File: config.mk
export PLATFORM = sky130hd
export DESIGN_NAME = refmon_top
export DESIGN_NICKNAME = d
export VERILOG_FILES = /design/src/rtl/refmon_pkg.sv /design/src/rtl/refmon_sync.sv /design/src/rtl/refmon_classify.sv /design/src/rtl/refmon_judge.sv /design/src/rtl/refmon_top.sv
export SDC_FILE = /design/constraint.sdc
export NUM_CORES = 1
export LEC_CHECK = 0
export ABC_AREA = 1
export ABC_CLOCK_PERIOD_IN_PS = 2800
export BUFFER_PORTS_ARGS = -buffer_cell sky130_fd_sc_hd__buf_4
export CORE_UTILIZATION = 35
export CTS_BUF_LIST = sky130_fd_sc_hd__clkbuf_8
export DETAILED_ROUTE_END_ITERATION = 12
export PLACE_DENSITY = 0.56
export SETUP_SLACK_MARGIN = 0.02
export SLEW_MARGIN = 20
export SYNTH_ARGS = -nofsm -noshare
export SYNTH_HDL_FRONTEND = slang
export SYNTH_SLANG_ARGS = --single-unit
File: constraint.sdc
create_clock -name clk_i -period 2.8 [get_ports clk_i]
set_clock_uncertainty 0.2 [all_clocks]
set_input_delay 0.42 -clock clk_i [delete_from_list [all_inputs] [get_ports clk_i]]
set_output_delay 0.42 -clock clk_i [all_outputs]
set_load 0.05 [all_outputs]
File: src/rtl/refmon_pkg.sv
package refmon_pkg;

    localparam int unsigned NCLS = 4;
    localparam longint unsigned PPM_DEN = 64'd1_000_000;

    typedef enum logic [2:0] {
        RATE_8K   = 3'd0,
        RATE_1M5  = 3'd1,
        RATE_2M0  = 3'd2,
        RATE_19M  = 3'd3,
        RATE_NONE = 3'd7
    } rate_e;

    typedef enum logic {
        PH_MEASURE,
        PH_GATE
    } phase_e;

    function automatic longint unsigned lmax(input longint unsigned a, input longint unsigned b);
        return (a > b) ? a : b;
    endfunction

endpackage

File: src/rtl/refmon_sync.sv
module refmon_sync #(
    parameter int unsigned STAGES = 2
) (
    input  logic clk_i,
    input  logic rst_ni,
    input  logic ref_i,
    output logic rise_o,
    output logic fall_o
);
    // STAGES synchronizer flops plus one history flop for edge detection
    logic [STAGES:0] pipe_d, pipe_q;

    always_comb begin
        pipe_d = {pipe_q[STAGES-1:0], ref_i};
    end

    always_ff @(posedge clk_i or negedge rst_ni) begin
        if (!rst_ni) pipe_q <= '0;
        else         pipe_q <= pipe_d;
    end

    assign rise_o = pipe_q[STAGES-1] & ~pipe_q[STAGES];
    assign fall_o = ~pipe_q[STAGES-1] & pipe_q[STAGES];

endmodule

File: src/rtl/refmon_classify.sv
module refmon_classify
    import refmon_pkg::*;
#(
    parameter int unsigned CW       = 20,
    parameter int unsigned MCLK_HZ  = 160_000_000,
    parameter int unsigned REF_HZ [NCLS] = '{8_000, 1_544_000, 2_048_000, 19_440_000},
    parameter int unsigned HARD_PPM = 30_000
) (
    input  logic [CW-1:0]   period_i,
    output logic [NCLS-1:0] hit_o,
    output logic            valid_o,
    output logic [1:0]      cls_o
);
    logic [63:0] per_w;
    assign per_w = 64'(period_i);

    for (genvar k = 0; k < NCLS; k++) begin : g_win
        localparam longint unsigned PNOM = longint'(MCLK_HZ) / longint'(REF_HZ[k]);
        localparam longint unsigned TOL  = PNOM * longint'(HARD_PPM) / PPM_DEN + 64'd1;
        localparam longint unsigned LO   = (PNOM > TOL) ? PNOM - TOL : 64'd0;
        localparam longint unsigned HI   = PNOM + TOL;
        assign hit_o[k] = (per_w >= LO) && (per_w <= HI);
    end

    // lowest class index wins
    always_comb begin
        valid_o = 1'b0;
        cls_o   = '0;
        for (int k = NCLS - 1; k >= 0; k--) begin
            if (hit_o[k]) begin
                valid_o = 1'b1;
                cls_o   = 2'(k);
            end
        end
    end

endmodule

File: src/rtl/refmon_judge.sv
module refmon_judge
    import refmon_pkg::*;
#(
    parameter int unsigned CW       = 20,
    parameter int unsigned EW       = 15,
    parameter int unsigned MCLK_HZ  = 160_000_000,
    parameter int unsigned REF_HZ     [NCLS] = '{8_000, 1_544_000, 2_048_000, 19_440_000},
    parameter int unsigned GATE_EDGES [NCLS] = '{8, 1_544, 2_048, 19_440},
    parameter int unsigned SOFT_PPM = 12,
    parameter int unsigned HARD_PPM = 30_000
) (
    input  logic [1:0]    cls_i,
    input  logic [CW-1:0] count_i,
    output logic [EW-1:0] edges_o,
    output logic          soft_bad_o,
    output logic          hard_bad_o,
    output logic          overrun_o
);
    logic [63:0]   exp_c  [NCLS];
    logic [63:0]   soft_c [NCLS];
    logic [63:0]   hard_c [NCLS];
    logic [EW-1:0] len_c  [NCLS];

    for (genvar k = 0; k < NCLS; k++) begin : g_cls
        localparam longint unsigned EK = longint'(MCLK_HZ) * longint'(GATE_EDGES[k]) / longint'(REF_HZ[k]);
        assign exp_c[k]  = 64'(EK);
        assign soft_c[k] = 64'(EK * longint'(SOFT_PPM) / PPM_DEN);
        assign hard_c[k] = 64'(EK * longint'(HARD_PPM) / PPM_DEN);
        assign len_c[k]  = EW'(GATE_EDGES[k]);
    end

    logic [63:0] cnt_w, dev_w, exp_w, hard_w;

    always_comb begin
        cnt_w      = 64'(count_i);
        exp_w      = exp_c[cls_i];
        hard_w     = hard_c[cls_i];
        dev_w      = (cnt_w > exp_w) ? cnt_w - exp_w : exp_w - cnt_w;
        soft_bad_o = dev_w > soft_c[cls_i];
        hard_bad_o = dev_w > hard_w;
        overrun_o  = cnt_w > exp_w + hard_w;
        edges_o    = len_c[cls_i];
    end

endmodule

File: src/rtl/refmon_top.sv
module refmon_top
    import refmon_pkg::*;
#(
    parameter int unsigned MCLK_HZ      = 160_000_000,
    parameter int unsigned REF_HZ     [NCLS] = '{8_000, 1_544_000, 2_048_000, 19_440_000},
    parameter int unsigned GATE_EDGES [NCLS] = '{8, 1_544, 2_048, 19_440},
    parameter int unsigned SOFT_PPM     = 12,
    parameter int unsigned HARD_PPM     = 30_000,
    parameter int unsigned LOSS_PERIODS = 4,
    parameter int unsigned SYNC_STAGES  = 2
) (
    input  logic       clk_i,
    input  logic       rst_ni,
    input  logic       ref_i,
    output logic [2:0] rate_o,
    output logic       oor_o,
    output logic       hold_o
);
    localparam longint unsigned LOSS_CYC = longint'(LOSS_PERIODS) * (longint'(MCLK_HZ) / longint'(REF_HZ[0]));
    localparam longint unsigned EXP0 = longint'(MCLK_HZ) * longint'(GATE_EDGES[0]) / longint'(REF_HZ[0]);
    localparam longint unsigned EXP1 = longint'(MCLK_HZ) * longint'(GATE_EDGES[1]) / longint'(REF_HZ[1]);
    localparam longint unsigned EXP2 = longint'(MCLK_HZ) * longint'(GATE_EDGES[2]) / longint'(REF_HZ[2]);
    localparam longint unsigned EXP3 = longint'(MCLK_HZ) * longint'(GATE_EDGES[3]) / longint'(REF_HZ[3]);
    localparam longint unsigned EXP_MAX  = lmax(lmax(EXP0, EXP1), lmax(EXP2, EXP3));
    localparam longint unsigned GATE_MAX = lmax(lmax(longint'(GATE_EDGES[0]), longint'(GATE_EDGES[1])),
                                                lmax(longint'(GATE_EDGES[2]), longint'(GATE_EDGES[3])));
    localparam int unsigned CW = $clog2(2 * EXP_MAX + LOSS_CYC + 2);
    localparam int unsigned EW = $clog2(GATE_MAX + 1);

    typedef struct packed {
        phase_e        ph;
        logic          armed;
        logic [CW-1:0] cnt;
        logic [EW-1:0] edges;
        logic [CW-1:0] sil;
        rate_e         rate;
        logic          oor;
        logic          hold;
    } st_t;

    localparam st_t ST_RST = '{ph: PH_MEASURE, armed: 1'b0, cnt: '0, edges: '0, sil: '0,
                               rate: RATE_NONE, oor: 1'b1, hold: 1'b1};

    st_t q, d;

    logic            rise, fall, sel_edge;
    logic [NCLS-1:0] hit;
    logic            cls_valid;
    logic [1:0]      cls_idx;
    logic [EW-1:0]   gate_len;
    logic            soft_bad, hard_bad, overrun;
    logic            gate_end, loss, fail;

    refmon_sync #(.STAGES(SYNC_STAGES)) u_sync (
        .clk_i (clk_i),
        .rst_ni(rst_ni),
        .ref_i (ref_i),
        .rise_o(rise),
        .fall_o(fall)
    );

    refmon_classify #(
        .CW(CW), .MCLK_HZ(MCLK_HZ), .REF_HZ(REF_HZ), .HARD_PPM(HARD_PPM)
    ) u_classify (
        .period_i(q.cnt),
        .hit_o   (hit),
        .valid_o (cls_valid),
        .cls_o   (cls_idx)
    );

    refmon_judge #(
        .CW(CW), .EW(EW), .MCLK_HZ(MCLK_HZ), .REF_HZ(REF_HZ), .GATE_EDGES(GATE_EDGES),
        .SOFT_PPM(SOFT_PPM), .HARD_PPM(HARD_PPM)
    ) u_judge (
        .cls_i     (q.rate[1:0]),
        .count_i   (q.cnt),
        .edges_o   (gate_len),
        .soft_bad_o(soft_bad),
        .hard_bad_o(hard_bad),
        .overrun_o (overrun)
    );

    always_comb begin
        d        = q;
        gate_end = 1'b0;
        loss     = 1'b0;
        fail     = 1'b0;
        // detection always runs on falling edges; gating on the class's own edge
        sel_edge = (q.ph == PH_GATE && q.rate == RATE_19M) ? rise : fall;
        d.sil    = sel_edge ? '0 : q.sil + 1'b1;
        d.cnt    = q.armed ? q.cnt + 1'b1 : q.cnt;

        if (!sel_edge && q.sil == CW'(LOSS_CYC - 1)) begin
            loss = 1'b1;
            fail = 1'b1;
        end else begin
            case (q.ph)
                PH_MEASURE: begin
                    if (sel_edge) begin
                        d.armed = 1'b1;
                        d.cnt   = CW'(1);
                        if (q.armed && cls_valid) begin
                            d.ph    = PH_GATE;
                            d.armed = 1'b0;
                            d.rate  = rate_e'({1'b0, cls_idx});
                        end
                    end
                end
                PH_GATE: begin
                    if (q.armed && overrun) begin
                        fail = 1'b1;
                    end else if (sel_edge) begin
                        if (!q.armed) begin
                            d.armed = 1'b1;
                            d.cnt   = CW'(1);
                            d.edges = '0;
                        end else if (q.edges + EW'(1) == gate_len) begin
                            gate_end = 1'b1;
                            if (hard_bad) begin
                                fail = 1'b1;
                            end else begin
                                d.hold  = 1'b0;
                                d.oor   = soft_bad;
                                d.cnt   = CW'(1);
                                d.edges = '0;
                            end
                        end else begin
                            d.edges = q.edges + EW'(1);
                        end
                    end
                end
                default: d = ST_RST;
            endcase
        end

        if (fail) begin
            d.ph    = PH_MEASURE;
            d.armed = 1'b0;
            d.cnt   = '0;
            d.edges = '0;
            d.rate  = RATE_NONE;
            d.hold  = 1'b1;
            d.oor   = 1'b1;
            if (loss) d.sil = '0;
        end
    end

    always_ff @(posedge clk_i or negedge rst_ni) begin
        if (!rst_ni) q <= ST_RST;
        else         q <= d;
    end

    assign rate_o = q.rate;
    assign oor_o  = q.oor;
    assign hold_o = q.hold;

    AST_ONE_WINDOW: assert property (@(posedge clk_i) disable iff (!rst_ni)
        $onehot0(hit));
    AST_RATE_VIA_NONE: assert property (@(posedge clk_i) disable iff (!rst_ni)
        (rate_o != $past(rate_o)) |-> ($past(rate_o) == RATE_NONE || rate_o == RATE_NONE));
    AST_HARD_IMPLIES_SOFT: assert property (@(posedge clk_i) disable iff (!rst_ni)
        hard_bad |-> soft_bad);
    AST_LOSS_FORCES_HOLD: assert property (@(posedge clk_i) disable iff (!rst_ni)
        (q.sil == CW'(LOSS_CYC - 1) && !sel_edge) |=> (rate_o == RATE_NONE && hold_o && oor_o));
    AST_OOR_CLEARS_AT_GATE: assert property (@(posedge clk_i) disable iff (!rst_ni)
        $fell(oor_o) |-> $past(gate_end));
    AST_HOLD_CLEARS_AT_GATE: assert property (@(posedge clk_i) disable iff (!rst_ni)
        $fell(hold_o) |-> $past(gate_end && !hard_bad));
    AST_NONE_MEANS_HOLD: assert property (@(posedge clk_i) disable iff (!rst_ni)
        (rate_o == RATE_NONE) |-> hold_o);

endmodule

==> reports/results.txt, run 1 <==
The run gives 0.275 as the sequential element share of the synthesized area. Yosys attributes the largest share of cell area to sky130_fd_sc_hd__dfrtp_1 (25%), sky130_fd_sc_hd__nand2_1 (15%), sky130_fd_sc_hd__nor2_1 (7.2%). The flip-flop and latch count after synthesis is 63, and the die outline area is 0.0170 sq mm. Post-route minimum period: 3.04 ns. At the later pin of the worst-skew pair, clock insertion delay measures 0.38 ns. Counting along the longest clock path gives a buffer depth of 2.

The clock-pin slew on the worst setup and hold paths was 0.09 ns; the number of buffers created by CTS was 9. The internal power was 2560 uW; the worst vdd rail ir drop was 519 uV. The run gives 6433 as the total number of vias.

The overall routed net length was 19100 microns. The most repeated library cell on the critical path was sky130_fd_sc_hd__buf_4. The part of the power in the clock network was 0.215; the maximum clock frequency was 0.329 GHz. Detailed placement ended at an HPWL of 14500 microns.

The weighted congestion at the end of routability-driven global placement was 0.897; the total routing usage reported by global routing was 0.238. STA classifies the critical path endpoint as a flop. STA classifies the critical path startpoint as a flop.

Boundary pin count: 8. The tree is rooted in a sky130_fd_sc_hd__clkbuf_8. Data arrival time of the critical path: 3.15 ns. At the placement stage, the worst setup path has a slack of -0.426 ns. After the last flow step, the layout net total stands at 1100. The area of the core is 0.0160 sq mm.

The largest total area in the synthesized netlist belongs to sky130_fd_sc_hd__dfrtp_1. The number of buffers and inverters on the critical path is 7. The worst min-delay path class was flop to flop.

Final antenna-violating net count: 0. The tools report the max-cap check violation count as 0. Entering global routing, the biggest net connects 64 pins.

Switching power as a share of total power: 0.422. Setup violations remaining at the end of the flow were counted as 41. Of all nets on the critical path, the largest fanout is 5. The highest-delay cell along the critical path was sky130_fd_sc_hd__dfrtp_2. The top cell family by delay on the critical path was simple AND/OR/NAND/NOR gates. Relative to the synthesized area, the layout overhead comes to 46.6%.

The net switching component of the power was 1870 uW. The die is 130 microns wide. The transition time at the pin with the least slew margin was 0.847 ns. The signal on the critical path passes through buf_12 > clkinv_8 > ha_4 > nand2_4 > nand3_2 > nand2_8 > buf_12 > buf_4 > a21oi_2 > nand3_1 > nand2_2 > nand3_2 > nor2_4 > nand2_1 > nand2_2 > nand3_4 > buf_4 > buf_6 > buf_4 > nand2_1 > a31oi_1 > nor2_1. The share of total power in sequential cells is 0.248, and the remaining global-route overflow is 0. The first global-routing pass estimated 30700 microns of wire. Counting every net in the synthesized netlist gives 886. In this run, the number of DRC markers left after iteration 0 of detailed routing was 344. Dividing the synthesized area by the synthesized cell count gives 6.61 sq um.

Critical path class: flop to flop. Total clock sinks: 63. In this run the number of H-tree levels came out at 3. The combinational share of power came out at 0.537.

The tools report the initial core utilization as 0.360. The leakage power summed over all cells came out at 0.00401 uW. For this design the ratio of total power to cell area is 524 mW/mm^2. The cell area that synthesis handed to floorplanning was 0.00576 sq mm. The die is 130 microns tall. The post-route clock period utilization was 1.09.

The fraction of layout cells with a size suffix above 1 is 0.379, and the relative max-transition margin is 0.435. The max-slew violation count is 0, and the power consumption is 4430 uW. The netlist uses 50 different library cells.

The hold violation total from the final report was 0. The number of diodes was 0. The via count of the first global-routing pass is 6163. The flow ran to the end, but the final reports show violations. The setup total negative slack was -7.13 ns; the maximum cell stage delay along the critical path was 0.45 ns.

The number of antenna violations at the first check in global routing was 0; the number of input and output port buffers inserted was 7. For this run, the detailed router's first-pass iteration total came to 6. Yosys printed 0 warnings.

In the final routed layout, each cell accounts on average for 14.6 microns. The final reports fail on setup timing. TritonCTS built the clock tree. The logs give -0.243 ns for the final worst setup slack and 46 for the number of cell rows. Top-area cell type share of the netlist area: 0.252. Setup repair after global routing could not meet its margin everywhere. STA puts the critical path data required time at 2.90 ns. The routed via count divided by cell count works out to 4.92.

After detailed routing, the number of remaining DRC violations is 0. The tools report the number of standard cells after synthesis as 872.
-- logic make-up after synthesis --
kind of cell,count (synthesis),synth area share
AO/OA/AOI/OAI,91,0.0907
XOR/XNOR,40,0.0608
adder cells (fa/ha/maj),11,0.0239
buffers and inverters,125,0.105
flip-flops,63,0.275
AND/OR/NAND/NOR,542,0.445
-- worst register-to-register path, stage by stage (launching register included) --
cell and delay [ns]:
sky130_fd_sc_hd__dfrtp_2 0.45, sky130_fd_sc_hd__buf_12 0.15, sky130_fd_sc_hd__clkinv_8 0.06, sky130_fd_sc_hd__ha_4 0.15
sky130_fd_sc_hd__nand2_4 0.06, sky130_fd_sc_hd__nand3_2 0.12, sky130_fd_sc_hd__nand2_8 0.11, sky130_fd_sc_hd__buf_12 0.16
sky130_fd_sc_hd__buf_4 0.12, sky130_fd_sc_hd__a21oi_2 0.10, sky130_fd_sc_hd__nand3_1 0.08, sky130_fd_sc_hd__nand2_2 0.11
sky130_fd_sc_hd__nand3_2 0.10, sky130_fd_sc_hd__nor2_4 0.11, sky130_fd_sc_hd__nand2_1 0.08, sky130_fd_sc_hd__nand2_2 0.10
sky130_fd_sc_hd__nand3_4 0.10, sky130_fd_sc_hd__buf_4 0.15, sky130_fd_sc_hd__buf_6 0.11, sky130_fd_sc_hd__buf_4 0.12
sky130_fd_sc_hd__nand2_1 0.05, sky130_fd_sc_hd__a31oi_1 0.08, sky130_fd_sc_hd__nor2_1 0.11
-- flip-flops by register name (all words and copies together), names as in the netlist --
name,count
rate_o,3
oor_o,1
q,55
u_sync.pipe_q,3
hold_o,1
-- final cells by class --
cell class | instances | area [sq um]
repair buffers | 225 | 1840
flip-flops and latches | 63 | 1590
fillers | 1624 | 7550
well taps | 216 | 270
inverters | 100 | 408
clock buffers | 9 | 124
clock inverters | 7 | 103
multi-input cells | 687 | 4120
-- worst paths after layout --
path / from / endpoint / slack, ns / cells after the start
setup / recovery: q[47] / q[39] / -0.24 / 22
hold / removal: u_sync.pipe_q[0] / u_sync.pipe_q[1] / 0.15 / 0
setup reg to reg: q[47] / q[39] / -0.24 / 22
hold reg to reg: u_sync.pipe_q[0] / u_sync.pipe_q[1] / 0.15 / 0
max in group asynchronous: rst_ni / q[47] / 1.30 / 2
min in group asynchronous: rst_ni / q[38] / 0.49 / 2
-- power groups by stage --
stage          registers (uW)  clock network, uW  logic [uW]
2_1_floorplan            1120                  0        1220
3_3_place_gp             1110                  0        2010
3_5_place_dp             1110                  0        2010
4_1_cts                  1100                970        2210
5_1_grt                  1120               1010        2590
6_report                 1100                950        2380
-- cell usage after synthesis (all sizes together) --
| library cell | instances |
|---|---|
| a211oi | 1 |
| nand4 | 27 |
| ha | 11 |
| dfstp | 5 |
| a21oi | 26 |
| inv | 95 |
| nor3b | 1 |
| o21ai | 50 |
| nand3b | 2 |
| a31oi | 2 |
| xnor2 | 7 |
| o2111ai | 2 |
| a22o | 1 |
| o311ai | 1 |
| nor4 | 8 |
| o41ai | 3 |
| nor3 | 21 |
| nand3 | 83 |
| nor2 | 139 |
| nand2 | 257 |
| o32ai | 1 |
| or4 | 1 |
| or2 | 1 |
| dfrtp | 58 |
| and2 | 1 |
| o211ai | 3 |
| clkinv | 5 |
| buf | 21 |
| clkbuf | 4 |
| o22ai | 1 |
| and3 | 1 |
| xor2 | 33 |
-- routing by layer --
metal  up-vias  GRT usage  part of all wire
met1      3003      0.298              0.45
met2       117      0.406              0.49
li1       3275          -                 -
met4         0      0.103             0.027
met3        38     0.0349             0.032
met5         -          0                 0
-- cell usage in the layout (no fill, tap or decap), drive strengths merged, types with 2 or more instances in the layout --
cell type	n
nand4	27
nor4	8
dfstp	5
a21oi	26
nand2	260
xnor2	7
clkinv	7
nand3	83
nand3b	2
ha	11
o41ai	3
nor2	139
o21ai	50
clkbuf	10
buf	222
dfrtp	58
xor2	33
dlygate4sd3	2
nor3	21
a31oi	2
o2111ai	2
inv	97
bufinv	2
o211ai	3
-- stage by stage --
stage	hold WS [ns]	util	instance area, sq um	instances
global placement	0.135	0.461	7380	1255
CTS	0.154	0.503	8050	1291
global route	0.180	0.528	8450	1307
floorplan	-0.0756	-	5830	872
detailed placement	0.135	0.461	7380	1255
finish	0.154	0.528	8450	1307
-- repair_timing --
item	CTS	global route
hold buffers	2	0
setup endpoints to repair	41	41
resized for setup	54	81
pin swaps	24	19
setup buffers	14	17
endpoints found under the hold margin	59	0
gates cloned	4	1
Note: power is estimated with default switching activity, not from simulation.
==> run 2, diff against run 1 <==
--- a/config.mk
+++ b/config.mk
@@ -5,7 +5,6 @@
 export SDC_FILE = /design/constraint.sdc
 export NUM_CORES = 1
 export LEC_CHECK = 0
-export ABC_AREA = 1
 export ABC_CLOCK_PERIOD_IN_PS = 2800
 export BUFFER_PORTS_ARGS = -buffer_cell sky130_fd_sc_hd__buf_4
 export CORE_UTILIZATION = 35
==> run 2 against run 1 <==
The run still ends with setup timing left. Area after synthesis shrank 12%. Sequential power about the same. First-iteration DRC count grew 10%. Clock power barely moved. Setup slack got worse by 0.61 ns. Total power is 5.2% lower. Design area fell by 13%. Routed wire length fell by 11%. Critical endpoint is now q[52].
==> reports/results.txt, run 2 <==
The worst vdd rail ir drop came out at 362 uV (was 519 uV). Max-slew violation count: 0 (unchanged). Most frequent cells after synthesis: sky130_fd_sc_hd__nand2_1 (62), sky130_fd_sc_hd__dfrtp_1 (58), sky130_fd_sc_hd__nor2_1 (49) (was sky130_fd_sc_hd__nand2_1 (236), sky130_fd_sc_hd__nor2_1 (111), sky130_fd_sc_hd__inv_1 (82)). For the part of the power in the clock network, the log shows 0.227 (was 0.215). The predominant post-synthesis flop cell is sky130_fd_sc_hd__dfrtp_1 (unchanged).

The area taken by flip-flops and latches came out at 0.00159 sq mm (about the same). The final antenna-violating net count is 0 (unchanged), and the initial core utilization is 0.362 (was 0.360). The hold violation total from the final report was 0 (unchanged); the post-route minimum period was 3.65 ns (was 3.04 ns).

The area of the core was 0.0140 sq mm (was 0.0160 sq mm). Failing checks: setup timing (unchanged). The post-route DRC violation count is 0 (unchanged). Remaining global-route overflow: 0 (unchanged). Sequential element share of the synthesized area: 0.313 (was 0.275). The area occupied by multi-input gates is 0.00361 sq mm (was 0.00412 sq mm), and the max-cap check violation count is 0 (unchanged).

The tools report the total number of vias as 5493 (was 6433). The area growth from synthesis to final layout is 44.6% (was 46.6%), and the share of flip-flops with an asynchronous set or reset after synthesis is 1.00 (unchanged). The internal power was 2560 uW (about the same); the largest net degree at the start of global routing was 64 (unchanged). For the total routing usage reported by global routing, the log shows 0.236 (was 0.238). The flip-flop count of the largest register after layout works out to 55 (unchanged). The tools report the worst path required time as 2.84 ns (was 2.90 ns).

Setup repair after global routing could not meet its margin everywhere. Deepest clock path buffer count: 2 (unchanged). The power consumption was 4200 uW (was 4430 uW). The areal power density over the cells is 573 mW/mm^2 (was 524 mW/mm^2). The maximum clock frequency is 0.274 GHz (was 0.329 GHz), and the post-placement cell area is 0.00636 sq mm (was 0.00738 sq mm). Top library cells by usage in the layout, fill and taps aside: sky130_fd_sc_hd__buf_4 (164), sky130_fd_sc_hd__dfrtp_1 (55), sky130_fd_sc_hd__nand2_1 (54) (was sky130_fd_sc_hd__buf_4 (203), sky130_fd_sc_hd__nand2_1 (202), sky130_fd_sc_hd__nor2_1 (98)). H-tree depth: 3 (unchanged). The tools report the sort of element at the end of the critical path as a flop (unchanged).

Height of the chip: 122 microns (was 130 microns). The most common cell after layout, fill and taps aside was sky130_fd_sc_hd__buf_4 (unchanged). TritonCTS built the clock tree.

The top-area cell type share of the netlist area is 0.287 (was 0.252), and the global-route track usage on met1 is 0.304 (was 0.298). For the combinational share of power, the log shows 0.503 (was 0.537). The final-report setup violation count was 41 (unchanged). The register with the most flip-flops was q (unchanged). The average wire length per cell after detail routing came out at 17.4 microns (was 14.6 microns).

The flip-flop and latch count after synthesis is 63 (unchanged). The cell chosen for the clock root is sky130_fd_sc_hd__clkbuf_8 (unchanged). The summed instance area of the synthesized netlist came out at 0.00506 sq mm (was 0.00576 sq mm).

The critical path class is flop to flop (unchanged). The number of cell rows was 43 (was 46). Transition time at the pin with the least slew margin: 0.811 ns (was 0.847 ns).

Synthesized area per cell: 8.06 sq um (was 6.61 sq um). The run gives 0.0367 (was 0.0349) as the met3 track demand over resource. The flow ran to the end, but the final reports show violations. The worst min-delay path class is flop to flop (unchanged). Total clock sinks: 63 (unchanged). The overall routed net length was 16900 microns (was 19100 microns). The startpoint type of the worst setup path is a flop (unchanged).

Synthesized net count: 642 (was 886). The number of fill cells was 1325 (was 1624). Synth top area cells: sky130_fd_sc_hd__dfrtp_1 (29%), sky130_fd_sc_hd__xnor2_1 (4.8%), sky130_fd_sc_hd__nand2_1 (4.6%) (was sky130_fd_sc_hd__dfrtp_1 (25%), sky130_fd_sc_hd__nand2_1 (15%), sky130_fd_sc_hd__nor2_1 (7.2%)). The leading cell type by number of instances after synthesis was sky130_fd_sc_hd__nand2_1 (unchanged). The fraction of layout cells with a size suffix above 1 works out to 0.381 (was 0.379). The logs give -0.951 ns (was -0.426 ns) for the minimum setup slack after placement and 628 (was 872) for the number of standard cells after synthesis. The number of nets at the end of the flow was 800 (was 1100).

The number of iterations in the first detailed-routing pass was 5 (was 6); the post-route clock period utilization was 1.30 (was 1.09). The tools report the boundary pin count as 8 (unchanged). The tools report the count of synthesis-stage warnings from yosys as 0 (unchanged). The share of total power in sequential cells was 0.270 (was 0.248); the data arrival time of the critical path was 3.69 ns (was 3.15 ns). The clock-pin slew on the worst setup and hold paths is 0.07 ns (was 0.09 ns), and the number of DRC markers after the initial detailed-route iteration is 380 (was 344).

The width of the chip came out at 122 microns (was 130 microns). The logs give 919 (was 1255) for the post-placement cell count and 0.408 (was 0.406) for the met2 track demand over resource in global routing. The layer with the highest usage after global routing is met2 (unchanged). The number of input and output port buffers inserted works out to 7 (unchanged). The area of all placed cells without fillers was 0.00732 sq mm (was 0.00845 sq mm); the insertion delay to the later sink of the worst-skew pair was 0.35 ns (was 0.38 ns).

The number of enable-type register cells in the synthesized netlist was 0 (unchanged). The largest driver fanout on the critical path was 8 (was 5); the relative max-transition margin was 0.460 (was 0.435). The biggest area consumer among synthesized cells is sky130_fd_sc_hd__dfrtp_1 (unchanged).

The switching power as a share of total power was 0.389 (was 0.422). The first-pass GRT wire length was 27700 microns (was 30700 microns). The number of diodes was 0 (unchanged); the number of antenna violations at the first check in global routing was 0 (unchanged). The logs give 75 (was 50) for the number of unique standard cell types used by synthesis and 12300 microns (was 14500 microns) for the estimated wirelength of the detail-placed design.

The via count of the first global-routing pass came out at 5443 (was 6163). The number of buffers created by CTS was 9 (unchanged). For the final worst setup slack, the log shows -0.849 ns (was -0.243 ns).

The run gives 0.00318 uW (was 0.00401 uW) as the leakage power summed over all cells. The die outline area was 0.0149 sq mm (was 0.0170 sq mm); the routed via count divided by cell count was 5.66 (was 4.92). The logs give 1630 uW (was 1870 uW) for the net switching component of the power and 971 (was 1307) for the non-filler instance count after layout. The weighted congestion at the end of routability-driven global placement was 0.919 (was 0.897).
run 2: changes by cell type in the layout (fill, tap and decap cells not counted), moves of 13 or more:
cell	change
sky130_fd_sc_hd__nand2_1	-148
sky130_fd_sc_hd__inv_1	-63
sky130_fd_sc_hd__nor2_1	-52
sky130_fd_sc_hd__buf_4	-39
sky130_fd_sc_hd__nand3_1	-35
sky130_fd_sc_hd__nand2_2	-34
sky130_fd_sc_hd__nor2_4	-23
sky130_fd_sc_hd__xnor2_1	+19
sky130_fd_sc_hd__nor3_2	+17
sky130_fd_sc_hd__xor2_1	-16
sky130_fd_sc_hd__nor2_2	-13
run 2: through the flow:
step | TNS (ns) | util | hold slack (ns)
after floorplan | -21.88 | - | -0.0756
after global placement | -23.63 | 0.455 | 0.141
final | -22.41 | 0.523 | 0.155
after detailed placement | -26.86 | 0.455 | 0.143
after global routing | -25.36 | 0.523 | 0.166
after CTS | -19.77 | 0.508 | 0.160
run 2: cell type report:
cell class | instances | share of cell area
clock inverters | 4 | 0.0104
multi-input cells | 502 | 0.493
repair buffers | 191 | 0.216
clock buffers | 12 | 0.0226
well taps | 180 | 0.0308
inverters | 19 | 0.0104
flip-flops and latches | 63 | 0.217
run 2: power groups by stage:
stage,sequential [uW],clock [uW],combinational [uW]
final,1130,952,2110
after floorplan,1150,0,1100
after global routing,1150,1010,2300
after CTS,1140,969,1990
after global placement,1150,0,1810
after detailed placement,1150,0,1840
run 2: worst max-delay path: stages, from the launching register on:
cell                        delay (ns)
sky130_fd_sc_hd__dfrtp_1          0.44
sky130_fd_sc_hd__inv_2            0.13
sky130_fd_sc_hd__ha_4             0.15
sky130_fd_sc_hd__or3b_4           0.37
sky130_fd_sc_hd__a221o_1          0.34
sky130_fd_sc_hd__o21a_1           0.14
sky130_fd_sc_hd__or4_4            0.52
sky130_fd_sc_hd__o31ai_4          0.25
sky130_fd_sc_hd__nand4_1          0.14
sky130_fd_sc_hd__buf_6            0.16
sky130_fd_sc_hd__nor4b_4          0.23
sky130_fd_sc_hd__o21a_2           0.25
sky130_fd_sc_hd__clkbuf_16        0.18
sky130_fd_sc_hd__nor3b_2          0.04
run 2: cells by family after synthesis:
| group | share of synthesized area |
|---|---|
| AO/OA/AOI/OAI | 0.200 |
| flip-flops | 0.313 |
| adder cells (fa/ha/maj) | 0.0272 |
| XOR/XNOR | 0.0761 |
| AND/OR/NAND/NOR | 0.320 |
| buffers and inverters | 0.0556 |
| multiplexers | 0.00791 |
run 2: worst paths after layout:
| path | from | depth (start not counted) | end | slack, ns |
|---|---|---|---|---|
| setup reg to reg | q[47] | 13 | q[52] | -0.85 |
| min in group asynchronous | rst_ni | 2 | q[29] | 0.50 |
| max in group asynchronous | rst_ni | 2 | q[48] | 1.33 |
| setup / recovery | q[47] | 13 | q[52] | -0.85 |
| hold / removal | u_sync.pipe_q[0] | 0 | u_sync.pipe_q[1] | 0.16 |
| hold reg to reg | u_sync.pipe_q[0] | 0 | u_sync.pipe_q[1] | 0.16 |
run 2: routing by layer:
metal,share of wire,vias to the layer above
li1,-,2629
met1,0.44,2710
met2,0.50,129
met3,0.040,25
met4,0.015,0
met5,0,-
run 2: timing repair:
action	in CTS	in global routing
pin swaps	26	21
hold buffers	2	0
hold endpoints to repair	52	0
buffers inserted	25	13
gates resized for setup	68	26
setup endpoints to repair	41	41
gates cloned	0	1
==> run 3, diff against run 2 <==
--- a/config.mk
+++ b/config.mk
@@ -7,10 +7,12 @@
 export LEC_CHECK = 0
 export ABC_CLOCK_PERIOD_IN_PS = 2800
 export BUFFER_PORTS_ARGS = -buffer_cell sky130_fd_sc_hd__buf_4
+export CELL_PAD_IN_SITES_DETAIL_PLACEMENT = 2
+export CELL_PAD_IN_SITES_GLOBAL_PLACEMENT = 2
 export CORE_UTILIZATION = 35
 export CTS_BUF_LIST = sky130_fd_sc_hd__clkbuf_8
 export DETAILED_ROUTE_END_ITERATION = 12
-export PLACE_DENSITY = 0.56
+export PLACE_DENSITY = 0.81
 export SETUP_SLACK_MARGIN = 0.02
 export SLEW_MARGIN = 20
 export SYNTH_ARGS = -nofsm -noshare
==> constraint.sdc (replaced) <==
create_clock -name clk_i -period 2.8 [get_ports clk_i]
set_clock_uncertainty 0.2 [all_clocks]
set_input_delay 0.42 -clock clk_i [delete_from_list [all_inputs] [get_ports clk_i]]
set_output_delay 0.42 -clock clk_i [all_outputs]
set_load 0.005 [all_outputs]
==> run 3 against run 2 <==
The flow still finishes with violations (setup timing). Maximum frequency fell by 16%. Hold slack improved by 0.054 ns. Critical path depth rose by 2. Highest routed layer is now met5. Sequential share of layout area fell by 1.7 points. First-iteration DRC count rose to 2.7 times the previous value. Routed wire length rose by 150%. Utilization rose by 4.4 points.
==> reports/results.txt, run 3 (synthesis results as in run 2) <==
The flow ran to the end, but the final reports show violations. Failing checks: setup timing (unchanged). Number of input and output port buffers inserted: 7 (unchanged). For the total routing usage reported by global routing, the log shows 0.507 (was 0.236). The tools report the number of antenna violations at the first check in global routing as 5 (was 0). The tools report the share of the core filled with cells in the final layout as 0.567 (was 0.523). Area taken by flip-flops and latches: 0.00159 sq mm (about the same).

The tools report the number of diodes as 0 (unchanged). The tools report the area occupied by multi-input gates as 0.00399 sq mm (was 0.00361 sq mm). The post-route clock period utilization is 1.55 (was 1.30), and the deepest clock path buffer count is 2 (unchanged). The via count of the first global-routing pass is 7679 (was 5443). The tools report the number of nets at the end of the flow as 829 (was 800). The transition time at the pin with the least slew margin came out at 0.887 ns (was 0.811 ns). The tools report the startpoint type of the worst setup path as a flop (unchanged). The maximum clock frequency was 0.231 GHz (was 0.274 GHz). The fraction of layout cells with a size suffix above 1 is 0.455 (was 0.381), and the total number of vias is 7546 (was 5493). The logs give 5 (unchanged) for the number of iterations in the first detailed-routing pass and 0 (unchanged) for the hold violation total from the final report.

The critical path class was flop to flop (unchanged). For the worst path required time, the log shows 2.85 ns (was 2.84 ns). The flip-flop count of the largest register after layout was 55 (unchanged); the relative max-transition margin was 0.409 (was 0.460). Cell chosen for the clock root: sky130_fd_sc_hd__clkbuf_8 (unchanged). The number of buffers created by CTS is 9 (unchanged), and the power consumption is 5240 uW (was 4200 uW). The routed via count divided by cell count is 7.55 (was 5.66), and the overall routed net length is 42300 microns (was 16900 microns).

The post-placement cell count was 937 (was 919); the areal power density over the cells was 660 mW/mm^2 (was 573 mW/mm^2). For the H-tree depth, the log shows 3 (unchanged). For the max-slew violation count, the log shows 0 (unchanged). The largest driver fanout on the critical path works out to 17 (was 8).

The number of DRC markers after the initial detailed-route iteration was 1025 (was 380). The most common cell after layout, fill and taps aside was sky130_fd_sc_hd__buf_4 (unchanged). The tools report the sort of element at the end of the critical path as a flop (unchanged). Worst vdd rail ir drop: 572 uV (was 362 uV). Worst min-delay path class: flop to flop (unchanged).

The remaining global-route overflow is 0 (unchanged). The first-pass GRT wire length was 53800 microns (was 27700 microns); the post-route DRC violation count was 0 (unchanged). Setup repair after global routing could not meet its margin everywhere.

The weighted congestion at the end of routability-driven global placement was 0.915 (was 0.919). The estimated wirelength of the detail-placed design was 19500 microns (was 12300 microns). The run gives 0.362 (unchanged) as the initial core utilization.

The area growth from synthesis to final layout was 56.7% (was 44.6%); the width of the chip was 122 microns (unchanged). The logs give 0.0149 sq mm (unchanged) for the die outline area and 0 (unchanged) for the final antenna-violating net count. The post-route minimum period is 4.33 ns (was 3.65 ns), and the area of the core is 0.0140 sq mm (unchanged). The height of the chip is 122 microns (unchanged). Number of cell rows: 43 (unchanged).

The insertion delay to the later sink of the worst-skew pair was 0.43 ns (was 0.35 ns); the number of fill cells was 1422 (was 1325). The tools report the non-filler instance count after layout as 1000 (was 971). The leakage power summed over all cells was 0.00337 uW (was 0.00318 uW). The register with the most flip-flops was q (unchanged). The register-to-register setup slack was -1.53 ns (was -0.85 ns); the average wire length per cell after detail routing was 42.3 microns (was 17.4 microns). Setup total negative slack: -46.88 ns (was -22.41 ns). TritonCTS built the clock tree. For the final-report setup violation count, the log shows 42 (was 41).

Top library cells by usage in the layout, fill and taps aside: sky130_fd_sc_hd__buf_4 (186), sky130_fd_sc_hd__dfrtp_1 (54), sky130_fd_sc_hd__nand2_1 (47) (was sky130_fd_sc_hd__buf_4 (164), sky130_fd_sc_hd__dfrtp_1 (55), sky130_fd_sc_hd__nand2_1 (54)). The total clock sinks is 63 (unchanged). The boundary pin count was 8 (unchanged); the largest net degree at the start of global routing was 64 (unchanged). The final worst setup slack is -1.53 ns (was -0.849 ns), and the max-cap check violation count is 0 (unchanged). The data arrival time of the critical path was 4.38 ns (was 3.69 ns); the clock-pin slew on the worst setup and hold paths was 0.15 ns (was 0.07 ns).
==> run 3: cell types whose count changed in the layout (fill, tap and decap cells not counted), sizes merged <==
| cell | delta |
|---|---|
| buf | +29 |
| clkbuf | -3 |
| clkinv | +1 |
| inv | +2 |
==> run 3: critical path: stages, from the launching register on <==
cell and delay (ns):
sky130_fd_sc_hd__dfrtp_1 0.47, sky130_fd_sc_hd__inv_2 0.16, sky130_fd_sc_hd__ha_4 0.16, sky130_fd_sc_hd__nor3b_4 0.23, sky130_fd_sc_hd__buf_4 0.15, sky130_fd_sc_hd__buf_4 0.18
sky130_fd_sc_hd__nand2_2 0.16, sky130_fd_sc_hd__o21a_1 0.28, sky130_fd_sc_hd__or4_4 0.55, sky130_fd_sc_hd__o31ai_4 0.26, sky130_fd_sc_hd__nand4_1 0.17, sky130_fd_sc_hd__buf_6 0.19
sky130_fd_sc_hd__o2111ai_4 0.26, sky130_fd_sc_hd__nand2_2 0.15, sky130_fd_sc_hd__buf_8 0.22, sky130_fd_sc_hd__nor3_1 0.39
==> run 3: through the flow <==
step                instance area [sq um]  setup WS (ns)  hold slack, ns
floorplan                            5190         -0.944         -0.0756
global placement                     6490         -0.803           0.142
detailed placement                   6490          -1.24           0.147
CTS                                  7490          -1.01           0.189
global route                         7930          -1.62           0.213
finish                               7930          -1.53           0.209
==> run 3: power by group <==
| group | total [uW] | switching, uW | internal, uW | leakage [uW] |
|---|---|---|---|---|
| registers | 1240 | 206 | 1030 | 0.000822 |
| clock network | 1050 | 534 | 514 | 0.000111 |
| logic | 2950 | 1880 | 1060 | 0.00244 |
==> run 3: per-layer routing <==
layer	vias to the layer above	part of all wire	wire length (microns)	global-route usage
li1	2690	-	-	-
met1	3668	0.34	14400	0.563
met2	802	0.43	18300	0.823
met3	380	0.11	4840	0.138
met4	6	0.11	4690	0.389
met5	-	0.0011	46	0.0174
==> run 3: repair_timing <==
| item | CTS | global route |
|---|---|---|
| hold buffers | 2 | 0 |
| buffers inserted | 28 | 21 |
| setup endpoints to repair | 41 | 41 |
| gates resized for setup | 121 | 70 |
| endpoints found under the hold margin | 59 | 0 |
| pin swaps | 30 | 38 |
| cloned | 0 | 1 |
==> run 3: area by class of cell <==
| type | instances | share of cell area |
|---|---|---|
| Clock buffer | 9 | 0.0156 |
| Clock inverter | 7 | 0.0129 |
| Inverter | 19 | 0.00962 |
| Multi-Input combinational cell | 502 | 0.503 |
| Sequential cell | 63 | 0.200 |
| Tap cell | 180 | 0.0284 |
| Timing Repair Buffer | 220 | 0.230 |
==> run 3: path summary, 6_finish.rpt <==
check | start | endpoint | depth (start not counted)
max in group asynchronous | rst_ni | q[48] | 2
min reg2reg | u_sync.pipe_q[0] | u_sync.pipe_q[1] | 0
max reg2reg | q[40] | q[42] | 15
min in group asynchronous | rst_ni | u_sync.pipe_q[1] | 2
min | u_sync.pipe_q[0] | u_sync.pipe_q[1] | 0
max | q[40] | q[42] | 15
